$ cat config.mk
export PLATFORM = sky130hd
export DESIGN_NAME = xmatch_bank
export DESIGN_NICKNAME = d
export VERILOG_FILES = /design/src/rtl/xm_pkg.sv /design/src/rtl/xm_counter.sv /design/src/rtl/xm_channel.sv /design/src/rtl/xmatch_bank.sv
export SDC_FILE = /design/constraint.sdc
export NUM_CORES = 2
export LEC_CHECK = 0
export BUFFER_PORTS_ARGS = -buffer_cell sky130_fd_sc_hd__buf_2
export CORE_ASPECT_RATIO = 1.25
export CORE_MARGIN = 5
export CORE_UTILIZATION = 45
export CTS_BUF_LIST = sky130_fd_sc_hd__clkbuf_16
export CTS_CLUSTER_DIAMETER = 50
export DETAILED_ROUTE_END_ITERATION = 16
export MAX_ROUTING_LAYER = met4
export PLACE_DENSITY_LB_ADDON = 0.3
export SETUP_SLACK_MARGIN = 0.5
export SLEW_MARGIN = 10
export SYNTH_ARGS = -nofsm -noshare
export SYNTH_HDL_FRONTEND = slang
export SYNTH_HIERARCHICAL = 1
export SYNTH_SLANG_ARGS = --single-unit
$ cat constraint.sdc
create_clock -name clk -period 6 [get_ports clk]
set_clock_uncertainty 0.2 [all_clocks]
set_input_delay 0.6 -clock clk [delete_from_list [all_inputs] [get_ports clk]]
set_output_delay 0.6 -clock clk [all_outputs]
set_load 0.02 [all_outputs]
$ cat src/rtl/xm_pkg.sv
package xm_pkg;
  localparam int NCH    = 8;
  localparam int NRATE  = 8;
  localparam int CTRL_W = 10;

  typedef enum logic [1:0] {K_MATCH = 2'd0, K_COUNT = 2'd1, K_CTRL = 2'd2, K_MISC = 2'd3} kind_e;

  // group counter a channel shares when its private bit is clear
  function automatic logic [2:0] group_base(input int idx);
    if (idx < 4)      return 3'd0;
    else if (idx < 6) return 3'd4;
    else              return 3'd6;
  endfunction

  function automatic logic [CTRL_W-1:0] ctrl_keep(input int idx, input logic [CTRL_W-1:0] d);
    return (idx < 4) ? {2'b00, d[7:0]} : d;
  endfunction

  function automatic logic rate_takes(input int idx, input logic [CTRL_W-1:0] d);
    if (idx < 4) return d[7] || (idx == 0);
    else         return d[7] || ((idx % 2) == 0);
  endfunction

  function automatic logic [2:0] rate_pick(input int idx, input logic [CTRL_W-1:0] d);
    return (idx >= 4 && d[8]) ? 3'd0 : d[2:0];
  endfunction
endpackage

$ cat src/rtl/xm_counter.sv
module xm_counter #(
  parameter int CW = 32
) (
  input  logic                     clk,
  input  logic                     rst_n,
  input  logic [xm_pkg::NRATE-1:0] ticks,
  input  logic [2:0]               rate,
  input  logic                     load,
  input  logic [CW-1:0]            load_val,
  input  logic                     clr,
  output logic [CW-1:0]            cnt,
  output logic                     step
);
  assign step = (rate != 3'd0) && ticks[rate];

  always_ff @(posedge clk) begin
    if (!rst_n)    cnt <= '0;
    else if (load) cnt <= load_val;
    else if (clr)  cnt <= '0;
    else if (step) cnt <= cnt + CW'(1);
  end
endmodule

$ cat src/rtl/xm_channel.sv
module xm_channel import xm_pkg::*; #(
  parameter int CW  = 32,
  parameter int IDX = 0
) (
  input  logic              clk,
  input  logic              rst_n,
  input  logic              ctrl_we,
  input  logic              match_we,
  input  logic [CW-1:0]     wdata,
  input  logic [CW-1:0]     src_cnt,
  input  logic              src_step,
  output logic [CTRL_W-1:0] ctrl,
  output logic [CW-1:0]     match,
  output logic [2:0]        rate,
  output logic              hit
);
  logic armed;

  assign hit = armed && src_step && ((src_cnt + CW'(1)) == match);

  always_ff @(posedge clk) begin
    if (!rst_n) begin
      ctrl  <= '0;
      match <= '0;
      rate  <= '0;
      armed <= 1'b0;
    end else begin
      if (ctrl_we) begin
        ctrl <= ctrl_keep(IDX, wdata[CTRL_W-1:0]);
        if (rate_takes(IDX, wdata[CTRL_W-1:0]))
          rate <= rate_pick(IDX, wdata[CTRL_W-1:0]);
      end
      if (match_we) match <= wdata;
      if (ctrl_we || match_we)   armed <= 1'b1;
      else if (hit && !ctrl[6])  armed <= 1'b0;
    end
  end
endmodule

$ cat src/rtl/xmatch_bank.sv
module xmatch_bank import xm_pkg::*; #(
  parameter int CW = 32
) (
  input  logic             clk,
  input  logic             rst_n,
  input  logic [NRATE-1:0] tick_en,
  input  logic [4:0]       bus_addr,
  input  logic             wr_en,
  input  logic [CW-1:0]    wr_data,
  input  logic             rd_en,
  output logic [CW-1:0]    rd_data,
  output logic             irq
);
  localparam int ST_LSB = 4;

  kind_e       kind;
  logic [2:0]  idx;
  assign kind = kind_e'(bus_addr[4:3]);
  assign idx  = bus_addr[2:0];

  logic [CW-1:0]     cnt_q    [NCH];
  logic [CW-1:0]     match_q  [NCH];
  logic [CTRL_W-1:0] ctrl_q   [NCH];
  logic [2:0]        rate_q   [NCH];
  logic [CW-1:0]     src_cnt  [NCH];
  logic [2:0]        sel      [NCH];
  logic [NCH-1:0]    step_w, src_step, hit_w, clr_w;
  logic [NCH-1:0]    stat_q, en_q;
  logic [CW-1:0]     snap_q;

  for (genvar g = 0; g < NCH; g++) begin : g_ch
    xm_channel #(.CW(CW), .IDX(g)) u_ch (
      .clk      (clk),
      .rst_n    (rst_n),
      .ctrl_we  (wr_en && kind == K_CTRL  && idx == 3'(g)),
      .match_we (wr_en && kind == K_MATCH && idx == 3'(g)),
      .wdata    (wr_data),
      .src_cnt  (src_cnt[g]),
      .src_step (src_step[g]),
      .ctrl     (ctrl_q[g]),
      .match    (match_q[g]),
      .rate     (rate_q[g]),
      .hit      (hit_w[g])
    );
    xm_counter #(.CW(CW)) u_cnt (
      .clk      (clk),
      .rst_n    (rst_n),
      .ticks    (tick_en),
      .rate     (rate_q[g]),
      .load     (wr_en && kind == K_COUNT && idx == 3'(g)),
      .load_val (wr_data),
      .clr      (clr_w[g]),
      .cnt      (cnt_q[g]),
      .step     (step_w[g])
    );
  end

  // counter routing: group counter unless the private bit is set
  always_comb begin
    for (int j = 0; j < NCH; j++) begin
      sel[j]      = ctrl_q[j][7] ? 3'(j) : group_base(j);
      src_cnt[j]  = cnt_q[sel[j]];
      src_step[j] = step_w[sel[j]];
    end
  end

  always_comb begin
    clr_w = '0;
    for (int j = 0; j < NCH; j++)
      if (hit_w[j] && ctrl_q[j][3]) clr_w[sel[j]] = 1'b1;
  end

  always_ff @(posedge clk) begin
    if (!rst_n) begin
      stat_q <= '0;
      en_q   <= '0;
      snap_q <= '0;
    end else begin
      if (wr_en && kind == K_MISC && idx == 3'd1)
        en_q <= wr_data[ST_LSB +: NCH];
      if (wr_en && kind == K_MISC && idx == 3'd0)
        stat_q <= (stat_q & ~wr_data[ST_LSB +: NCH]) | (hit_w & en_q);
      else
        stat_q <= stat_q | (hit_w & en_q);
      if (rd_en && kind == K_COUNT && idx[2] && idx[0] && ctrl_q[idx][9])
        snap_q <= cnt_q[idx - 3'd1];
    end
  end

  assign irq = |stat_q;

  always_comb begin
    rd_data = '0;
    case (kind)
      K_MATCH: rd_data = match_q[idx];
      K_COUNT: rd_data = cnt_q[idx];
      K_CTRL:  rd_data = CW'(ctrl_q[idx]);
      K_MISC: begin
        case (idx)
          3'd0:    rd_data = CW'({stat_q, 4'b0000});
          3'd1:    rd_data = CW'({en_q, 4'b0000});
          3'd2:    rd_data = snap_q;
          default: rd_data = '0;
        endcase
      end
      default: rd_data = '0;
    endcase
  end
endmodule

# ---- Word level (Yosys, flattened, before mapping)
# Index checks and enable logic that the tools add are counted.
dict set report totals {
  input_bits 49
  register_bits 664
  output_inout_bits 33
}
dict set report op_classes {
  add_sub_neg 14
  reduce_logical 130
  n_eq_ne 18
  muxes 136
  bitwise_logic 17
  magnitude_cmp 25
}
# cell n
set ops {}
lappend ops {{32-bit 2-to-1 mux} 40}
lappend ops {{32-bit binary-select mux with 3-bit select} 8}
lappend ops {{32-bit by 1-bit adder with 32-bit output, second input constant} 13}
lappend ops {{32-bit equality test} 8}
lappend ops {{32-bit case mux with 4 select lines} 1}
lappend ops {{32-bit case mux with 3 select lines} 1}
lappend ops {{1-bit logical AND} 79}
lappend ops {{1-bit 2-to-1 mux} 54}
lappend ops {{8-bit 2-to-1 mux} 6}
lappend ops {{8-bit OR} 6}
lappend ops {{3-bit nonzero test} 16}
lappend ops {{3-bit by 4-bit less-than comparator with 1-bit output, second input constant} 10}
lappend ops {{1-bit binary-select mux with 3-bit select} 13}
lappend ops {{10-bit binary-select mux with 3-bit select} 1}
lappend ops {{4-bit greater-or-equal comparator, second input constant} 7}
lappend ops {{10-bit 2-to-1 mux} 2}
lappend ops {{8-bit AND} 2}
lappend ops {{3-bit NOT with 4-bit output} 4}
lappend ops {{2-bit AND reduction} 8}
lappend ops {{2-bit nonzero test} 8}
lappend ops {{1-bit demux with 3-bit select} 5}
lappend ops {{3-bit equality test, second input constant} 4}
lappend ops {{1-bit logical NOT} 8}
lappend ops {{1-bit logical OR} 8}
lappend ops {{21 further kinds} 28}

# ---- Depth between registers and ports, before layout
dict set report depth {
  depth_word 22
  mapped_depth 22
  depth_no_buf 18
}

# ---- Hierarchy
# Netlist, hierarchy kept.
# module n_inst cells_per_inst area_each_um2 seq_area_each_um2
set by_module_without_submodules {}
lappend by_module_without_submodules {xm_counter 8 275 2260.9 640.6}
lappend by_module_without_submodules {xmatch_bank 1 996 10910.5 960.9}
lappend by_module_without_submodules {{xm_channel (g_ch[1].u_ch ...)} 3 339 2971.6 880.8}
lappend by_module_without_submodules {{xm_channel (g_ch[5].u_ch ...)} 2 354 3126.7 920.9}
lappend by_module_without_submodules {{xm_channel (g_ch[4].u_ch ...)} 2 344 2991.6 920.9}
lappend by_module_without_submodules {{xm_channel (g_ch[0].u_ch)} 1 325 2902.8 820.8}

# ---- Worst setup path after synthesis
# OpenSTA, ideal clock, no wires.
dict set report synth_path {
  path_kind {register to register}
  start {register g_ch[7].u_ch.ctrl[7]}
  end {register g_ch[6].u_cnt.cnt[27]}
  setup_time_ns 0.119
  arrival_ns 4.686
  required_time_ns 5.681
  path_stages_with_launch 19
  path_slack_ns 0.996
  period_less_slack_ns 5.004
  path_cell_list {dfxtp_1 > clkbuf_1 > buf_1 > mux2_2 > buf_2 > and4_1 > a31oi_1 > o2111ai_1 > nor4_1 > nand4_1 > or4_1 > a2111oi_2 > nand2_1 > o21ai_0 > or2_2 > clkbuf_1 > buf_1 > a41oi_1 > o221a_1}
}
# element line_no
set synth_rtl {}
lappend synth_rtl {{start, declared} xm_channel.sv:12} ;# output logic [CTRL_W-1:0] ctrl,
lappend synth_rtl {{start signal, assigned} xm_channel.sv:29} ;# ctrl <= ctrl_keep(IDX, wdata[CTRL_W-1:0]);
lappend synth_rtl {{end signal, assigned} xm_counter.sv:18} ;# else if (load) cnt <= load_val;
lappend synth_rtl {{end signal, assigned} xm_counter.sv:20} ;# else if (step) cnt <= cnt + CW'(1);
lappend synth_rtl {{end, declared} xm_counter.sv:11} ;# output logic [CW-1:0] cnt,

# ---- Worst setup path after layout
dict set report layout_path {
  start {register g_ch[4].u_cnt.cnt[8]}
  end {register g_ch[4].u_cnt.cnt[9]}
}
dict set report layout_between {
  word_cells_on_any_way 54
  classes_between {add/sub: 6; eq/ne: 6; mux: 25; bitwise: 4; reduce/logical: 13}
}
# element line_no
set layout_rtl {}
lappend layout_rtl {{start, declared} xm_counter.sv:11}
lappend layout_rtl {{start signal, assigned} xm_counter.sv:18}
lappend layout_rtl {{start signal, assigned} xm_counter.sv:20}
lappend layout_rtl {{32-bit by 1-bit adder with 32-bit output (*)} xm_channel.sv:19} ;# assign hit = armed && src_step && ((src_cnt + CW'(1)) == match);
lappend layout_rtl {{32-bit equality test (*)} xm_channel.sv:19}
lappend layout_rtl {{1-bit logical AND (*)} xm_channel.sv:19}
lappend layout_rtl {{net hit_w[4]} xmatch_bank.sv:27} ;# logic [NCH-1:0] step_w, src_step, hit_w, clr_w;
lappend layout_rtl {{1-bit logical AND (*)} xmatch_bank.sv:70} ;# if (hit_w[j] && ctrl_q[j][3]) clr_w[sel[j]] = 1'b1;
lappend layout_rtl {{5-bit 2-to-1 mux (*)} xmatch_bank.sv:70}
lappend layout_rtl {{8-bit OR (no line)} -}
lappend layout_rtl {{8-bit 2-to-1 mux (*)} xmatch_bank.sv:70}
lappend layout_rtl {{7-bit 2-to-1 mux (*)} xmatch_bank.sv:70}
lappend layout_rtl {{8-bit OR (no line)} -}
lappend layout_rtl {{8-bit 2-to-1 mux (*)} xmatch_bank.sv:70}
lappend layout_rtl {{net clr_w[4]} xmatch_bank.sv:27}
lappend layout_rtl {{32-bit 2-to-1 mux} xm_counter.sv:19} ;# else if (clr) cnt <= '0;
lappend layout_rtl {{32-bit 2-to-1 mux} xm_counter.sv:18}
# The timed path passes the listed nets; every way through them passes the cells marked *. The select of a mux whose other input is x is not followed.
# A chain may end at the register's enable or synchronous reset.

==> impl_metrics.ini <==
[status]
outcome = complete, no violations

[final_layout]
layout-drive-gt1-share_pct = 20.1
nets = 6117
syn2layout_area_growth_pct = 12.4
final_util_pct = 51.0
final_area_mm2 = 0.0596
fillers = 11100

[power_and_ir_drop]
p_int_mw = 8.28
clockPowerShare_pct = 53.2
p_comb_share_pct = 8.2
leakage_nw = 20.8
p_switching_mw = 3.25
peakVddDrop_mv = 0.235
p_sw_share_pct = 28.2
power_mw = 11.5
seqPwrFrac_pct = 38.6
p_per_area_mw_per_mm2 = 193

[yosys]
synth_largest_area_cell = dfxtp_1
ys_warn_count = 6
async_flop_share_pct = 0
syn-instance-count = 5934
synth_seq_area_share_pct = 24.9
ys_ff_latch = 661
yosys-top-cells-count = 661 x dfxtp_1, 432 x mux2i_1, 379 x a21oi_1, 351 x nor2b_1, 320 x nand2_1
syn_area_mm2 = 0.0531
avgSynthCellArea_um2 = 8.94
synth_edf_count = 0
synth_top_area_share_pct = 24.9
ys_types = 95
yosysMostFrequentCell = dfxtp_1
synth.top_cells.by_area = dfxtp_1 25%, mux4_2 8.3%, mux2i_1 8.2%, nor2b_1 4.1%, mux2_2 4.0%
synth-main-ff-cell = dfxtp_1

[global_route]
grt_antenna_before_repair = 29
grt_pass1_vias = 51000
grtUsageTotal_pct = 41.6
overflow = 0
grt_pass1_wl_mm = 372
grt_max_degree = 187

[sta]
fin_setup_tns_ps = 0
tightest_slew_ps = 1360
slew_headroom_pct = 8.26
hold_viol_final = 0
drv_slew = 0
fmax_mhz = 184
rsz0062_at_grt = no
timing.final.ws_setup_ps = 574
setup_viol_count_final = 0
post-route-period-util_pct = 90.4
post-route-min-period_ps = 5430

[cts]
clock_path_buffers = 3
insertion_delay_ps = 740
cts-buffers-inserted = 100
cts_tree = done
cts-htree-levels = 3
clkTransAtPathRegs_ps = 60
clock_sinks = 661
root_buffer = clkbuf_16

[worst_setup_path]
reg2reg_depth = 17
cp_max_fo = 14
path_common_cell = buf_4
crit_required_ps = 6400
critPathKind = register to register
start_kind = register
slowest_stage = and4_1
r2r_slack_ps = 570
path_cells = buf_4, and4_1, and4_1, xnor2_1, o211ai_1, nand2b_1, or4_1, nor4_1, buf_4, nand2_1, o21ai_1, buf_4, or2_2, buf_12, nor2_8, a221oi_1, nor2_1
crit_path_end_kind = register
critical_path.max_stage_delay_ps = 490
cp.arrival_ps = 5820

[drt]
dr.pass1.iters = 9
wire_per_inst_um = 34.2
drt-total-wl_mm = 264
num_vias = 54700
drt_iter0_markers = 7665
drcViolationCount = 0
avgViaCountPerCell = 7.09
ant_nets = 0

[die]
pin_count = 82
initial_utilization_pct = 45.4
die_w_um = 317
dieArea_mm2 = 0.125
rows = 140
die_y_um = 394
core_area_mm2 = 0.117

[place]
port_buffers = 80
dpl-instance-area_mm2 = 0.0561
dp_slack_ps = 448
place_congestion = 1.08
dp_hpwl_mm = 194

[flow_run]
maxCapViolCount = 0

[hold_path]
hp-class = input pin to register
holdPathStages = 2
kinds of logic after synthesis:
| family | after synthesis | synth area share [%] |
|---|---|---|
| multiplexers | 825 | 20.7 |
| adder cells (fa/ha/maj) | 21 | 0.495 |
| other | 4 | 0.0283 |
| AND/OR/NAND/NOR | 2288 | 25.3 |
| AO/OA/AOI/OAI | 1317 | 18.2 |
| flip-flops | 661 | 24.9 |
| XOR/XNOR | 342 | 5.65 |
| buffers and inverters | 476 | 4.68 |
sequential cells by signal, indices dropped and copies added (netlist names):
signal / flops
en_q: 8
g_ch.u_ch/armed: 8
g_ch.u_ch/ctrl: 70
g_ch.u_ch/match: 256
g_ch.u_ch/rate: 23
g_ch.u_cnt/cnt: 256
snap_q: 32
stat_q: 8
worst max-delay path, delay by kind of cell (launching register included):
kind | cells | cell delay [ps]
AO/OA/AOI/OAI | 3 | 940
flip-flops | 1 | 440
XOR/XNOR | 1 | 440
buffers and inverters | 4 | 930
AND/OR/NAND/NOR | 9 | 2320
layout make-up:
type                    count  area [µm²]  area share (%)
diodes                     21        52.6          0.0881
clock buffers             102        2550            4.28
inverters                  56         210           0.353
clock inverters            87         848            1.42
flip-flops and latches    661       13200            22.2
well taps                1562        1950            3.28
repair buffers            427        3180            5.34
multi-input cells        4801       37600            63.0
cell usage in the layout (no fill, tap or decap), types with 196 or more instances in the layout:
master | netlist | routed
buf_4 | 50 | 335
nor2b_1 | 351 | 351
nand3_1 | 298 | 298
mux4_2 | 196 | 196
nand2_1 | 320 | 320
xnor2_1 | 238 | 238
nor2_1 | 294 | 274
a21oi_1 | 379 | 379
mux2i_1 | 432 | 432
dfxtp_1 | 661 | 657
power groups by stage:
| stage | clock [mW] | sequential, mW | combinational, mW |
|---|---|---|---|
| 5_1_grt | 6.34 | 4.45 | 0.962 |
| 2_1_floorplan | 0 | 4.53 | 0.502 |
| 4_1_cts | 6.16 | 4.45 | 0.909 |
| 6_report | 6.13 | 4.45 | 0.949 |
| 3_5_place_dp | 0 | 4.54 | 0.906 |
| 3_3_place_gp | 0 | 4.54 | 0.900 |
metrics by stage:
step / cells / hold WS, ps
floorplan: 5938 / 248
global placement: 7497 / 267
detailed placement: 7497 / 272
CTS: 7686 / 166
global route: 7711 / 179
finish: 7717 / 155
final timing paths:
kind | start | to
setup / recovery | g_ch[4].u_cnt/cnt[8] | g_ch[4].u_cnt/cnt[9]
hold / removal | rst_n | g_ch[7].u_ch/ctrl[7]
setup reg to reg | g_ch[4].u_cnt/cnt[8] | g_ch[4].u_cnt/cnt[9]
hold reg to reg | g_ch[1].u_ch/rate[1] | g_ch[1].u_ch/rate[1]
timing repair:
action | CTS | global route
setup buffers | 0 | 10
endpoints found under the setup margin | 17 | 85
hold buffers | 0 | 0
resized for setup | 2 | 9
per-layer routing:
layer	vias to the layer above	global-route usage (%)	share of wire, %
li1	23200	-	-
met1	26700	47.5	35
met2	3726	62.5	44
met3	1110	9.86	11
met4	0	32.7	11
met5	-	-	0
(Power assumes the default switching activity.)
